<file path="src/rtl/isd_pkg.sv">
package isd_pkg;

  typedef enum logic {
    AWAKE  = 1'b0,
    ASLEEP = 1'b1
  } sleepState_e;

  // control -> datapath
  typedef struct packed {
    logic restart;    // burst start: restart burst timing
    logic countHigh;  // first device-clock level is being measured
    logic loadData;   // capture read data this edge
  } dpStrobe_t;

  // datapath -> control
  typedef struct packed {
    logic addrChanged;
    logic devFall;
    logic stableHit;
    logic slowHit;
    logic longHit;
  } dpStatus_t;

endpackage

</file>
<file path="src/rtl/isd_satcnt.sv">
module isd_satcnt #(
  parameter int LIMIT = 16
) (
  input  logic clk,
  input  logic rst,
  input  logic clr,
  input  logic inc,
  output logic hitNext
);
  localparam int W = $clog2(LIMIT + 1);
  localparam logic [W-1:0] LIM = W'(LIMIT);

  logic [W-1:0] cnt;
  logic [W-1:0] cntNext;

  always_comb begin
    if (clr)
      cntNext = '0;
    else if (inc && cnt != LIM)
      cntNext = cnt + 1'b1;
    else
      cntNext = cnt;
  end

  assign hitNext = (cntNext == LIM);

  always_ff @(posedge clk) begin
    if (rst) cnt <= '0;
    else     cnt <= cntNext;
  end
endmodule

</file>
<file path="src/rtl/isd_datapath.sv">
module isd_datapath
  import isd_pkg::*;
#(
  parameter int ADDR_W        = 20,
  parameter int DATA_W        = 32,
  parameter int ACC_CYCLES    = 14,
  parameter int MARGIN_CYCLES = 15,
  parameter int SLOW_CYCLES   = 50
) (
  input  logic              clk,
  input  logic              rst,
  input  logic [ADDR_W-1:0] addrIn,
  input  logic              devClk,
  input  logic [DATA_W-1:0] rdData,
  input  dpStrobe_t         strobe,
  output dpStatus_t         status,
  output logic [DATA_W-1:0] heldData
);
  localparam int STABLE_LIMIT = ACC_CYCLES + MARGIN_CYCLES;
  localparam int LONG_LIMIT   = ACC_CYCLES + 1;

  logic [ADDR_W-1:0] addrQ;
  logic              devClkQ;
  logic              devRise;

  // plain sample registers, loaded during reset as well
  always_ff @(posedge clk) begin
    addrQ   <= addrIn;
    devClkQ <= devClk;
  end

  assign status.addrChanged = (addrIn != addrQ);
  assign devRise            = devClk & ~devClkQ;
  assign status.devFall     = ~devClk & devClkQ;

  isd_satcnt #(.LIMIT(STABLE_LIMIT)) u_stableCnt (
    .clk     (clk),
    .rst     (rst),
    .clr     (status.addrChanged),
    .inc     (1'b1),
    .hitNext (status.stableHit)
  );

  isd_satcnt #(.LIMIT(SLOW_CYCLES)) u_periodCnt (
    .clk     (clk),
    .rst     (rst),
    .clr     (devRise | strobe.restart),
    .inc     (1'b1),
    .hitNext (status.slowHit)
  );

  isd_satcnt #(.LIMIT(LONG_LIMIT)) u_highCnt (
    .clk     (clk),
    .rst     (rst),
    .clr     (strobe.restart),
    .inc     (strobe.countHigh & devClk),
    .hitNext (status.longHit)
  );

  always_ff @(posedge clk) begin
    if (rst)                 heldData <= '0;
    else if (strobe.loadData) heldData <= rdData;
  end
endmodule

</file>
<file path="src/rtl/isd_control.sv">
module isd_control
  import isd_pkg::*;
(
  input  logic      clk,
  input  logic      rst,
  input  logic      syncMode,
  input  logic      burstStart,
  input  dpStatus_t status,
  output dpStrobe_t strobe,
  output logic      sleepFlag
);
  sleepState_e state, stateNext;
  logic armedQ;
  logic wakeEv;
  logic enterEv;

  always_comb begin
    if (syncMode) begin
      wakeEv  = burstStart;
      enterEv = status.slowHit | status.longHit;
    end else begin
      wakeEv  = status.addrChanged;
      enterEv = status.stableHit;
    end
  end

  always_comb begin
    stateNext = state;
    unique case (state)
      AWAKE:  if (!wakeEv && enterEv) stateNext = ASLEEP;
      ASLEEP: if (wakeEv)             stateNext = AWAKE;
      default:                        stateNext = AWAKE;
    endcase
  end

  always_comb begin
    strobe.restart   = burstStart;
    strobe.countHigh = armedQ;
    strobe.loadData  = (stateNext == AWAKE);
  end

  always_ff @(posedge clk) begin
    if (rst) begin
      state  <= AWAKE;
      armedQ <= 1'b0;
    end else begin
      state <= stateNext;
      if (burstStart)          armedQ <= 1'b1;
      else if (status.devFall) armedQ <= 1'b0;
    end
  end

  assign sleepFlag = (state == ASLEEP);
endmodule

</file>
<file path="src/rtl/idle_sleep_detector.sv">
module idle_sleep_detector
  import isd_pkg::*;
#(
  parameter int ADDR_W        = 20,
  parameter int DATA_W        = 32,
  parameter int ACC_CYCLES    = 14,
  parameter int MARGIN_CYCLES = 15,
  parameter int SLOW_CYCLES   = 50
) (
  input  logic              clk,
  input  logic              rst,
  input  logic              syncMode,
  input  logic [ADDR_W-1:0] addrIn,
  input  logic              devClk,
  input  logic              burstStart,
  input  logic [DATA_W-1:0] rdData,
  output logic              sleepFlag,
  output logic [DATA_W-1:0] heldData
);
  dpStrobe_t strobe;
  dpStatus_t status;

  isd_datapath #(
    .ADDR_W        (ADDR_W),
    .DATA_W        (DATA_W),
    .ACC_CYCLES    (ACC_CYCLES),
    .MARGIN_CYCLES (MARGIN_CYCLES),
    .SLOW_CYCLES   (SLOW_CYCLES)
  ) u_dp (
    .clk      (clk),
    .rst      (rst),
    .addrIn   (addrIn),
    .devClk   (devClk),
    .rdData   (rdData),
    .strobe   (strobe),
    .status   (status),
    .heldData (heldData)
  );

  isd_control u_ctl (
    .clk        (clk),
    .rst        (rst),
    .syncMode   (syncMode),
    .burstStart (burstStart),
    .status     (status),
    .strobe     (strobe),
    .sleepFlag  (sleepFlag)
  );
endmodule

</file>
<file path="config.mk">
export PLATFORM = sky130hd
export DESIGN_NAME = idle_sleep_detector
export DESIGN_NICKNAME = d
export VERILOG_FILES = /design/src/rtl/isd_pkg.sv /design/src/rtl/isd_satcnt.sv /design/src/rtl/isd_datapath.sv /design/src/rtl/isd_control.sv /design/src/rtl/idle_sleep_detector.sv
export SDC_FILE = /design/constraint.sdc
export NUM_CORES = 1
export LEC_CHECK = 0
export CAP_MARGIN = 20
export CORE_MARGIN = 4
export CORE_UTILIZATION = 40
export CTS_CLUSTER_DIAMETER = 150
export DETAILED_ROUTE_END_ITERATION = 8
export DONT_BUFFER_PORTS = 1
export RECOVER_POWER = 50
export SYNTH_ARGS = -nofsm -noshare
export SYNTH_HDL_FRONTEND = slang
export SYNTH_SLANG_ARGS = --single-unit
export TNS_END_PERCENT = 5
</file>
<file path="constraint.sdc">
create_clock -name clk -period 2.55 [get_ports clk]
set_input_delay 0.1275 -clock clk [delete_from_list [all_inputs] [get_ports clk]]
set_output_delay 0.1275 -clock clk [all_outputs]
set_load 0.03 [all_outputs]
</file>
==> results.md <==
- Status: complete, no violations
- Worst R2R Start: u_dp.u_highCnt.cnt[0]$_SDFF_PP0_
- Routed WL per cell: ~15 µm
- Initial core utilization: a little over two fifths
- Share of cells above drive strength 1: around 17%
- Fin cells: ~430
- Fmax: 418 MHz
- Skew final: between 0.007 and 0.008 ns
- DRT antenna net count: 0
- Post-synthesis instance area: about 3000 µm²
- Port bufs: 0
- Register bit total from synthesis: 70
- Max-slew headroom: between 60% and 70%
- Internal power: 1.69 mW
- CP Max Fanout: 33
- Synth top area share: 47.6%
- Drt pass-1 iters: 4
- Clock Tree Buf Depth: 2
- Area growth syn-to-layout: 21.7%
- Min-Delay Endpoint: u_dp.heldData[20]$_SDFFE_PP0N_
- Peak supply drop: between 0.3 and 0.4 mV
- Clk root buf: clkbuf_8
- Clock latency on the worst-skew pair: 0.35 ns
- Vias in the first global route: about 2200
- Post-synthesis cell type count: 42
- Slew @ Worst Pin: between 0.5 and 0.6 ns
- Die width: between 90 and 100 µm
- Largest net degree at the start of global routing: about 40
- TNS Setup: 0 ns
- RePlAce Congestion: about 0.82
- WP data required: 2.82 ns
- Vias/cell: 5.21
- Sw Ratio: about a quarter
- CTS Buf Count: 9
- Most used DFF post-synth: dfxtp_1
- Slew Limit Fails: 0
- CP max stage cell: dfxtp_1
- Design Power: 2.29 mW
- Die Ht: 93.8 µm
- Commonest cells post-synth: dfxtp_1, a21oi_1, o21ai_1, or3b_2, nor2_1
- Initial drt markers: 115
- Lkg Pwr: ~1.3 nW
- Via count: between 2000 and 2500
- CTS tree: yes
- Syn avg cell area: around 9.6 µm²
- R2R cell count: 8
- Number of synthesized flops with an enable pin: 0
- Leading area contributor after synthesis: dfxtp_1
- Post-synth net total: roughly 370
- Worst Setup End Kind: flip-flop
- Global-route wire length before repair: between 10000 and 15000 µm
- Initial antenna violation count: 0
- WP data arrival: approximately 2.7 ns
- Worst path top cell family by delay: compound AO/OA/AOI/OAI gates
- Power density over the cells: approximately 640 nW/µm²
- Row cnt: 30
- RSZ-0062 raised after global routing: no
- Number of diodes: 0
- All-Layer GR Usage: 15.3%
- Htree depth: 3
- Hold Vio Cnt, Final: 0
- R2r setup slk: 0.16 ns
- Hold_sp: rdData[20]
- FF-to-FF End: u_dp.heldData[8]$_SDFFE_PP0N_
- Worst hold path class: in2reg
- Hold Worst Slack: 0.0208 ns
- Clk pwr share: between 40% and 50%
- Hold depth: 2
- Final Critical Period: 2.39 ns
- DP Wirelength: around 4200 µm
- Max Cap Violations: 0
- Worst path depth: 8
- Sequential share of power: a little over half
- Critical path buffer and inverter count: 1
- Logic pwr share: under 10%
- CORE AREA: around 7000 µm²
- Switching Power: ~590 µW
- Asr flop ratio synth: 0%
- # IOs: 90
- Die Footprint: 8790 µm²
- Post-Syn Instances: slightly above 300
- GRT overflow: 0
- Yosys Warn Count: 0
- Max stage delay on crit path: 0.45 ns
- Final setup fails: 0
- Crit share post-route: a little over nine tenths
- Critical Path Start Type: flip-flop
- Sequential element share of the synthesized area: around 48%
- DRT Wirelength: roughly 6500 µm
- Critical path class: reg2reg
- Net count, final: 394
- Top-count cell post-synth: dfxtp_1
- Worst path cell trace: ha_2, a31o_2, nor3b_1, a311oi_2, o32ai_4, buf_12, or3b_2, a21oi_1
- # DRC: 0
- Clock slew seen by the registers of the worst setup and hold paths: about 0.080 ns
- Inst Count DP: ~390
- CTS sink count: 70
- Dominant cells by area after synthesis: dfxtp_1, or3b_2, a21oi_1
[placed cells by master (no fill, tap or decap), types with 4 or more instances in the layout]
cell type	n
dfxtp_1	68
a21oi_1	38
o21ai_1	31
dlygate4sd3_1	28
or3b_2	24
nor2_1	17
xnor2_1	16
xor2_1	11
clkbuf_8	9
or3b_1	8
nand2_1	6
nand4_1	5
nand3_1	5
nor3b_1	5
buf_12	5
inv_1	4
a31oi_1	4
nor3_1	4
nand2b_1	4
inv_6	4
[layer usage]
metal	part of all wire (%)	vias to the layer above	GRT usage (%)
li1	-	1152	-
met1	42	1035	17.4
met2	48	57	24.4
met3	7.7	14	6.73
met4	2.2	0	7.10
met5	0	-	0
[logic make-up after synthesis]
group	Yosys count	synth area share, %
XOR/XNOR	27	8.04
buffers and inverters	24	4.59
adder cells (fa/ha/maj)	5	2.13
multiplexers	1	0.340
flip-flops	70	47.6
AND/OR/NAND/NOR	92	20.8
AO/OA/AOI/OAI	87	16.5
[sequential cells by signal (all words and copies together) (netlist names)]
register	cells
u_dp.heldData	32
u_dp.u_highCnt.cnt	4
u_dp.u_periodCnt.cnt	6
u_dp.devClkQ	1
u_ctl.sleepFlag	1
u_dp.u_stableCnt.cnt	5
u_ctl.armedQ	1
u_dp.addrQ	20
[final cells by class]
class	instances	area, µm²
clock buffer	9	124
clock inverter	7	80.1
timing repair buffer	35	395
tap	96	120
multi-input combinational	212	1440
inverter	4	15.0
fill	654	3400
sequential	70	1400
[how the worst max path moves through the flow]
stage | to | start | slack [ns]
CTS | u_dp.heldData[8]$_SDFFE_PP0N_ | u_dp.u_stableCnt.cnt[0]$_SDFF_PP0_ | 0.04
floorplan | u_dp.heldData[26]$_SDFFE_PP0N_ | u_dp.u_stableCnt.cnt[0]$_SDFF_PP0_ | 0.19
global route | u_dp.heldData[9]$_SDFFE_PP0N_ | u_dp.u_highCnt.cnt[0]$_SDFF_PP0_ | 0.02
finish | u_dp.heldData[8]$_SDFFE_PP0N_ | u_dp.u_highCnt.cnt[0]$_SDFF_PP0_ | 0.16
global placement | u_dp.heldData[12]$_SDFFE_PP0N_ | u_dp.u_stableCnt.cnt[0]$_SDFF_PP0_ | 0.14
detailed placement | u_dp.heldData[8]$_SDFFE_PP0N_ | u_dp.u_stableCnt.cnt[0]$_SDFF_PP0_ | 0.06
[power groups by stage]
stage	sequential, mW	combinational (mW)	clock [mW]
3_3_place_gp	1.25	0.0846	0
4_1_cts	1.22	0.136	0.957
2_1_floorplan	1.24	0.0852	0
6_report	1.22	0.137	0.926
5_1_grt	1.23	0.152	1.01
3_5_place_dp	1.25	0.0880	0
[through the flow]
stage | area (µm²) | utilization (%) | setup slack (ns)
final | 3580 | 51.3 | 0.160
after global routing | 3580 | 51.3 | 0.0217
after CTS | 3550 | 50.9 | 0.0374
after detailed placement | 3060 | 43.8 | 0.0589
after global placement | 3060 | 43.8 | 0.136
after floorplan | 2940 | - | 0.190
[timing repair]
action,CTS,global route
buffers inserted,0,0
gates resized for setup,0,6
hold buffers,28,1
endpoints found under the hold margin,62,1
endpoints found under the setup margin,0,24
(Power assumes the default switching activity.)
